## config.mk

```make
export PLATFORM = sky130hd
export DESIGN_NAME = pgoff_icache
export DESIGN_NICKNAME = d
export VERILOG_FILES = /design/src/rtl/pic_pkg.sv /design/src/rtl/pic_tag_store.sv /design/src/rtl/pic_data_store.sv /design/src/rtl/pic_fill_ctrl.sv /design/src/rtl/pgoff_icache.sv
export SDC_FILE = /design/constraint.sdc
export NUM_CORES = 2
export LEC_CHECK = 0
export BUFFER_PORTS_ARGS = -buffer_cell sky130_fd_sc_hd__buf_2
export CAP_MARGIN = 20
export CORE_ASPECT_RATIO = 1.25
export CORE_MARGIN = 3
export CORE_UTILIZATION = 60
export DETAILED_ROUTE_END_ITERATION = 12
export GPL_TIMING_DRIVEN = 0
export PLACE_DENSITY = 0.75
export SYNTH_ARGS = -nofsm -noshare
export SYNTH_HDL_FRONTEND = slang
export SYNTH_HIERARCHICAL = 1
export SYNTH_SLANG_ARGS = --single-unit
```

## constraint.sdc

```tcl
create_clock -name clk -period 5.8 [get_ports clk]
set_input_delay 0.58 -clock clk [delete_from_list [all_inputs] [get_ports clk]]
set_output_delay 0.58 -clock clk [all_outputs]
set_load 0.05 [all_outputs]
```

## src/rtl/pic_pkg.sv

```systemverilog
package pic_pkg;
   typedef enum logic [1:0] {
      FILL_IDLE = 2'd0,
      FILL_WAIT = 2'd1,
      FILL_BEAT = 2'd2
   } fill_state_e;
endpackage

```

## src/rtl/pic_tag_store.sv

```systemverilog
module pic_tag_store #(
   parameter int LINES = 16,
   parameter int TAG_W = 20,
   localparam int IDX_W = $clog2(LINES)
) (
   input  logic             clk,
   input  logic             rst_n,
   input  logic [IDX_W-1:0] rd_idx,
   output logic             rd_valid,
   output logic [TAG_W-1:0] rd_tag,
   input  logic             alloc_en,
   input  logic [IDX_W-1:0] alloc_idx,
   input  logic [TAG_W-1:0] alloc_tag,
   input  logic             set_en,
   input  logic [IDX_W-1:0] set_idx,
   input  logic             flush
);
   logic [LINES-1:0] valid_q;
   logic [TAG_W-1:0] tag_q [LINES];

   for (genvar i = 0; i < LINES; i++) begin : g_line
      always_ff @(posedge clk or negedge rst_n) begin
         if (!rst_n) begin
            valid_q[i] <= 1'b0;
            tag_q[i]   <= '0;
         end else begin
            if (flush)
               valid_q[i] <= 1'b0;
            else if (alloc_en && alloc_idx == IDX_W'(i))
               valid_q[i] <= 1'b0;
            else if (set_en && set_idx == IDX_W'(i))
               valid_q[i] <= 1'b1;
            if (alloc_en && alloc_idx == IDX_W'(i))
               tag_q[i] <= alloc_tag;
         end
      end
   end

   assign rd_valid = valid_q[rd_idx];
   assign rd_tag   = tag_q[rd_idx];

   AST_FLUSH_CLEARS_ALL: assert property (@(posedge clk) disable iff (!rst_n)
      flush |=> (valid_q == '0));
   AST_ALLOC_INVALIDATES: assert property (@(posedge clk) disable iff (!rst_n)
      alloc_en |=> !valid_q[$past(alloc_idx)]);
endmodule

```

## src/rtl/pic_data_store.sv

```systemverilog
module pic_data_store #(
   parameter int LINES  = 16,
   parameter int WORDS  = 4,
   parameter int WORD_W = 32,
   localparam int IDX_W  = $clog2(LINES),
   localparam int WSEL_W = $clog2(WORDS)
) (
   input  logic              clk,
   input  logic              wr_en,
   input  logic [IDX_W-1:0]  wr_idx,
   input  logic [WSEL_W-1:0] wr_word,
   input  logic [WORD_W-1:0] wr_data,
   input  logic [IDX_W-1:0]  rd_idx,
   input  logic [WSEL_W-1:0] rd_word,
   output logic [WORD_W-1:0] rd_data
);
   logic [WORD_W-1:0] mem_q [LINES][WORDS];

   always_ff @(posedge clk) begin
      if (wr_en) mem_q[wr_idx][wr_word] <= wr_data;
   end

   assign rd_data = mem_q[rd_idx][rd_word];
endmodule

```

## src/rtl/pic_fill_ctrl.sv

```systemverilog
module pic_fill_ctrl
   import pic_pkg::*;
#(
   parameter int LINES  = 16,
   parameter int WORDS  = 4,
   parameter int ADDR_W = 32,
   localparam int IDX_W  = $clog2(LINES),
   localparam int WSEL_W = $clog2(WORDS)
) (
   input  logic              clk,
   input  logic              rst_n,
   input  logic              start,
   input  logic [IDX_W-1:0]  start_idx,
   input  logic [WSEL_W-1:0] start_word,
   input  logic [ADDR_W-1:0] start_addr,
   input  logic              mem_rvalid,
   input  logic              flush,
   output logic              busy,
   output logic              mem_req,
   output logic [ADDR_W-1:0] mem_addr,
   output logic              beat_wr,
   output logic [IDX_W-1:0]  fill_idx,
   output logic [WSEL_W-1:0] fill_word,
   output logic              fill_done,
   output logic              first_beat
);
   fill_state_e       st_q;
   logic [WSEL_W-1:0] cnt_q;
   logic [WSEL_W-1:0] w0_q;

   assign busy       = (st_q != FILL_IDLE);
   assign mem_req    = (st_q == FILL_WAIT);
   assign beat_wr    = busy && mem_rvalid && !flush;
   assign first_beat = mem_req && mem_rvalid && !flush;
   assign fill_word  = w0_q + cnt_q;
   assign fill_done  = beat_wr && (cnt_q == WSEL_W'(WORDS - 1));

   always_ff @(posedge clk or negedge rst_n) begin
      if (!rst_n) begin
         st_q     <= FILL_IDLE;
         cnt_q    <= '0;
         w0_q     <= '0;
         fill_idx <= '0;
         mem_addr <= '0;
      end else if (flush) begin
         st_q <= FILL_IDLE;
      end else begin
         unique case (st_q)
            FILL_IDLE: if (start) begin
               st_q     <= FILL_WAIT;
               cnt_q    <= '0;
               w0_q     <= start_word;
               fill_idx <= start_idx;
               mem_addr <= start_addr;
            end
            FILL_WAIT: if (mem_rvalid) begin
               st_q  <= FILL_BEAT;
               cnt_q <= cnt_q + 1'b1;
            end
            FILL_BEAT: if (mem_rvalid) begin
               cnt_q <= cnt_q + 1'b1;
               if (fill_done) st_q <= FILL_IDLE;
            end
            default: st_q <= FILL_IDLE;
         endcase
      end
   end

   AST_REQ_HELD: assert property (@(posedge clk) disable iff (!rst_n)
      (mem_req && !mem_rvalid && !flush) |=> mem_req);
   AST_ADDR_STABLE: assert property (@(posedge clk) disable iff (!rst_n)
      (mem_req && $past(mem_req)) |-> $stable(mem_addr));
   AST_FLUSH_ABORTS: assert property (@(posedge clk) disable iff (!rst_n)
      flush |=> !busy);
   AST_ONE_FILL: assert property (@(posedge clk) disable iff (!rst_n)
      (busy && !fill_done && !flush) |=> $stable(fill_idx));
endmodule

```

## src/rtl/pgoff_icache.sv

```systemverilog
module pgoff_icache #(
   parameter int LINES     = 16,
   parameter int WORDS     = 4,
   parameter int WORD_W    = 32,
   parameter int ADDR_W    = 32,
   parameter int PAGE_BITS = 12,
   parameter bit CRIT_FWD  = 1'b1,
   localparam int IDX_W   = $clog2(LINES),
   localparam int WSEL_W  = $clog2(WORDS),
   localparam int BYTE_W  = $clog2(WORD_W / 8),
   localparam int WOFF_W  = PAGE_BITS - BYTE_W,
   localparam int TAG_W   = ADDR_W - PAGE_BITS
) (
   input  logic              clk,
   input  logic              rst_n,
   input  logic              fetch_req,
   input  logic [WOFF_W-1:0] fetch_woff,
   input  logic              xlat_valid,
   input  logic [TAG_W-1:0]  xlat_ppn,
   output logic              fetch_hit,
   output logic              fetch_fwd,
   output logic [WORD_W-1:0] fetch_data,
   output logic              mem_req,
   output logic [ADDR_W-1:0] mem_addr,
   input  logic              mem_rvalid,
   input  logic [WORD_W-1:0] mem_rdata,
   input  logic              flush_all
);
   if (WSEL_W + IDX_W > WOFF_W) begin : g_bad_geom
      $error("index and word bits must fit inside the page offset");
   end
   if ((1 << WSEL_W) != WORDS || (1 << IDX_W) != LINES) begin : g_bad_pow2
      $error("LINES and WORDS must be powers of two");
   end

   logic [IDX_W-1:0]  lk_idx;
   logic [WSEL_W-1:0] lk_word;
   logic              lk_valid, lk_hit, miss_start, busy;
   logic [TAG_W-1:0]  lk_tag;
   logic [WORD_W-1:0] arr_data;
   logic              beat_wr, fill_done, first_beat;
   logic [IDX_W-1:0]  fill_idx;
   logic [WSEL_W-1:0] fill_word;

   assign lk_word    = fetch_woff[WSEL_W-1:0];
   assign lk_idx     = fetch_woff[WSEL_W +: IDX_W];
   assign lk_hit     = fetch_req && xlat_valid && lk_valid && (lk_tag == xlat_ppn);
   assign miss_start = fetch_req && xlat_valid && !lk_hit && !busy && !flush_all;
   assign fetch_hit  = lk_hit;

   pic_tag_store #(.LINES(LINES), .TAG_W(TAG_W)) u_tags (
      .clk(clk), .rst_n(rst_n),
      .rd_idx(lk_idx), .rd_valid(lk_valid), .rd_tag(lk_tag),
      .alloc_en(miss_start), .alloc_idx(lk_idx), .alloc_tag(xlat_ppn),
      .set_en(fill_done), .set_idx(fill_idx), .flush(flush_all)
   );

   pic_data_store #(.LINES(LINES), .WORDS(WORDS), .WORD_W(WORD_W)) u_data (
      .clk(clk), .wr_en(beat_wr), .wr_idx(fill_idx), .wr_word(fill_word),
      .wr_data(mem_rdata), .rd_idx(lk_idx), .rd_word(lk_word), .rd_data(arr_data)
   );

   pic_fill_ctrl #(.LINES(LINES), .WORDS(WORDS), .ADDR_W(ADDR_W)) u_fill (
      .clk(clk), .rst_n(rst_n), .start(miss_start), .start_idx(lk_idx),
      .start_word(lk_word),
      .start_addr({xlat_ppn, fetch_woff, {BYTE_W{1'b0}}}),
      .mem_rvalid(mem_rvalid), .flush(flush_all), .busy(busy),
      .mem_req(mem_req), .mem_addr(mem_addr), .beat_wr(beat_wr),
      .fill_idx(fill_idx), .fill_word(fill_word), .fill_done(fill_done),
      .first_beat(first_beat)
   );

   if (CRIT_FWD) begin : g_fwd
      assign fetch_fwd  = first_beat;
      assign fetch_data = first_beat ? mem_rdata : arr_data;
   end else begin : g_nofwd
      assign fetch_fwd  = 1'b0;
      assign fetch_data = arr_data;
      logic unused_fb;
      assign unused_fb = first_beat;
   end

   AST_FILLING_LINE_MISSES: assert property (@(posedge clk) disable iff (!rst_n)
      (busy && fetch_req && lk_idx == fill_idx) |-> !fetch_hit);
   AST_FILL_NEEDS_XLAT: assert property (@(posedge clk) disable iff (!rst_n)
      $rose(mem_req) |-> $past(xlat_valid));
   AST_FWD_WITH_BEAT: assert property (@(posedge clk) disable iff (!rst_n)
      fetch_fwd |-> (mem_rvalid && mem_req));
endmodule

```

==> run_results.csv <==
group,metric,value,unit
logic_synthesis,synth_edf_count,2048,
layout,mostFrequentLayoutCell,"edfxtp_1",
sta,tightest_slew,1.34,ns
grt,grt_pass1_wl,394,mm
layout,drive_gt1_share,34.7,%
setup_path,cpMostUsedCell,"buf_2",
logic_synthesis,syn_area,95200,µm²
routing,vias_per_cell,7.19,
logic_synthesis,yosys_warnings,6,
clock_tree,cts.clk_slew.worst_paths,0.07,ns
sta,tns,-0.00430,ns
clock_tree,clk_latency,0.85,ns
place,dp_worst_setup_slack,0.102,ns
setup_path,cpPeakStageDelay,0.73,ns
grt,top_usage_layer,"met2",
grt,gr-usage-met3,10.5,%
power,power.leakage,37.0,nW
setup_path,crit_chain,"buf_2 -> buf_2 -> buf_2 -> buf_2 -> nand3_1 -> o221ai_1 -> a21oi_1 -> a21oi_1 -> nor2_1 -> mux2_2 -> buf_2",
routing,routed_wl,284,mm
floorplanning,fp.dieH,451,µm
power,power.density,352,nW/µm²
place,dp_hpwl,182,mm
logic_synthesis,synthArstFlopShare,15.6,%
floorplanning,rows,162,
setup_path,regToRegStartpoint,"u_fill/st_q[0]",
grt,grt_pass1_vias,52100,
logic_synthesis,ys_seq_area_share,74.5,%
sta,fin_worst_skew,0.0346,ns
setup_path,reg2reg_to,"u_data/mem_q[2][100]",
logic_synthesis,ys_ff_latch,2426,
logic_synthesis,synth_ff_type,"edfxtp_1",
clock_tree,cts.sinks,2426,
grt,track_usage,34.9,%
place,place.gp.congestion,0.949,
outcome,status,"finished with violations",
layout,mostFrequentLayoutCells,"2,048 x edfxtp_1, 596 x mux4_2, 378 x mux2_2, 378 x dfrtp_1, 223 x buf_2",
setup_path,cp-end-kind,"output port",
clock_tree,cts-root-buf,"clkbuf_16",
flow_run,maxCapViolCount,0,
setup_path,arrival,5.22,ns
logic_synthesis,yosys.area.top_type,"edfxtp_1",
grt,gr-total-overflow,0,
worst_hold_path,hold_path_class,"primary input to flip-flop",
clock_tree,cts_tree,"done",
setup_path,ff2ff_setup_slack,1.11,ns
power,p_total,38.2,mW
routing,drc_errors,0,
logic_synthesis,syn_avg_cell_area,21.2,µm²
setup_path,cp-start-kind,"primary input",
routing,ant_nets,0,
layout,fill_cells,9383,
setup_path,cp.required,5.22,ns
sta,slew_violations,0,
sta,fmax,172,MHz
clock_tree,htreeDepth,4,
sta,setup_viol,1,
setup_path,reg2reg_depth,9,
routing,drtPass1Iterations,7,
clock_tree,numCtsBuffers,215,
clock_tree,cts_buffer_depth,3,
sta,fin_crit,5.80,ns
routing,wl_per_cell,39.4,µm
place,dp_cells,6759,
sta,hold_viol_final,0,
grt,antenna_found_initial,8,
outcome,violations,"setup timing",
place,numPortBuffers,134,
sta,slew_headroom,10.9,%
worst_hold_path,hold_depth,1,
setup_path,path_max_fanout,14,
grt,gr-usage-met1,41.9,%
setup_path,worstSetupPathType,"primary input to output port",
logic_synthesis,synth_top_area_share,64.6,%
routing,drtIter0Drc,7859,
logic_synthesis,ys_types,52,
floorplanning,start_util,60.7,%
worst_hold_path,min_from,"mem_rdata[2]",
setup_path,slowest_stage,"buf_2",
sta,rsz0062_at_grt,"false",
layout,fin_cells,7198,
sta,setup_slack,-0.00430,ns
routing,vias,51800,
layout,syn_to_final_growth,14.0,%
logic_synthesis,synth_cells,4485,
power,vdd_drop_max,0.381,mV
floorplanning,die_w,362,µm
grt,grt_max_degree,124,
layout,fin_nets,5037,
floorplanning,dieArea,164000,µm²
floorplanning,core_area,157000,µm²
floorplanning,num_io_pins,135,
grt,grt.met2_usage,55.0,%
logic_synthesis,ys_top_cells_by_area,"edfxtp_1 65%, mux4_2 14%, dfrtp_1 9.9%, mux2_2 4.5%, a22oi_1 1.2%",
worst_hold_path,min_to,"u_data/mem_q[15][34]",
sta,finalCritPeriodShare,100,%
[cell type report]
type	count	area [µm²]	area share (%)
flip-flops and latches	2426	71000	65.4
multi-input cells	1780	23400	21.5
clock buffers	265	5760	5.30
repair buffers	259	3240	2.99
well taps	2050	2560	2.36
plain buffers	271	1360	1.26
clock inverters	135	1250	1.15
inverters	9	33.8	0.0311
diodes	3	7.51	0.00692
[flip-flops by register name (all words and copies together), names as in the netlist]
| name | count |
|---|---|
| u_data/mem_q | 2048 |
| u_tags/tag_q | 320 |
| u_fill/cnt_q | 2 |
| u_fill/mem_addr | 32 |
| u_fill/w0_q | 2 |
| u_tags/valid_q | 16 |
| u_fill/st_q | 2 |
| u_fill/fill_idx | 4 |
[report_power, final]
part | leakage [nW] | internal, mW | switching, mW
Sequential | 23.4 | 19.5 | 0.379
Combinational | 10.1 | 1.46 | 2.51
Clock | 3.45 | 7.98 | 6.29
Total | 37.0 | 29.0 | 9.18
[layer usage]
layer | up-vias | share of wire (%)
met5 | - | 0.052
met1 | 26700 | 30
li1 | 19500 | -
met3 | 1094 | 14
met2 | 4444 | 47
met4 | 6 | 8.8
[worst max-delay path by stage]
| stage | endpoint | slack, ns | from |
|---|---|---|---|
| after floorplan | u_data/mem_q[15][100] | 2.11 | u_fill/st_q[0] |
| after global placement | u_fill/mem_addr[11] | -3.00 | rst_n |
| after detailed placement | u_tags/tag_q[309] | 0.10 | fetch_woff[3] |
| after CTS | fetch_data[16] | 0.33 | fetch_woff[5] |
| after global routing | fetch_data[28] | 0.09 | fetch_woff[3] |
| final | fetch_data[24] | -0.004 | fetch_woff[3] |
[worst max-delay path, delay by kind of cell]
| kind | cells | cell delay (ns) |
|---|---|---|
| simple gates | 2 | 0.78 |
| mux | 1 | 0.31 |
| compound gates | 3 | 1.17 |
| buf+inv | 5 | 2.32 |
[what timing repair did]
| action | CTS | global route |
|---|---|---|
| setup buffers | 0 | 0 |
| hold endpoints to repair | 40 | 0 |
| hold buffers | 5 | 0 |
| setup endpoints to repair | 0 | 0 |
| gates resized for setup | 0 | 0 |
[cells by family (layout without fill, tap and decap cells)]
logic type | after synthesis | count (layout) | share of synthesized area [%]
xor+xnor | 22 | 22 | 0.202
fa+ha+maj | 7 | 7 | 0.0920
compound gates | 352 | 352 | 2.54
simple gates | 340 | 340 | 1.64
flops | 2426 | 2426 | 74.5
buf+inv | 280 | 939 | 1.47
other cells | 1 | 5 | 0.00394
mux | 1057 | 1057 | 19.6
[cell usage after synthesis, drive strengths merged (3+ instances only)]
cell	instances
mux2	411
nand3	14
nand2	93
clkbuf	83
mux4	596
nor3	26
or2	4
dfrtp	378
or3b	5
nor3b	4
nand3b	8
inv	9
a31oi	9
nor2b	13
mux2i	50
a21oi	63
o22ai	90
nor4	4
and2	3
edfxtp	2048
nor2	143
xor2	20
a22oi	158
nand2b	13
and3b	3
ha	7
buf	188
o221ai	28
[stage by stage]
step                      area (µm²)  hold WS (ns)  utilization (%)
after CTS                     108000        0.0262             68.8
after floorplan                95200         0.284                -
after global placement         98500         0.466             62.8
after global routing          109000        0.0306             69.2
final                         109000        0.0427             69.2
after detailed placement      101000         0.472             64.3
No activity file was read; power rests on OpenSTA's default activity.
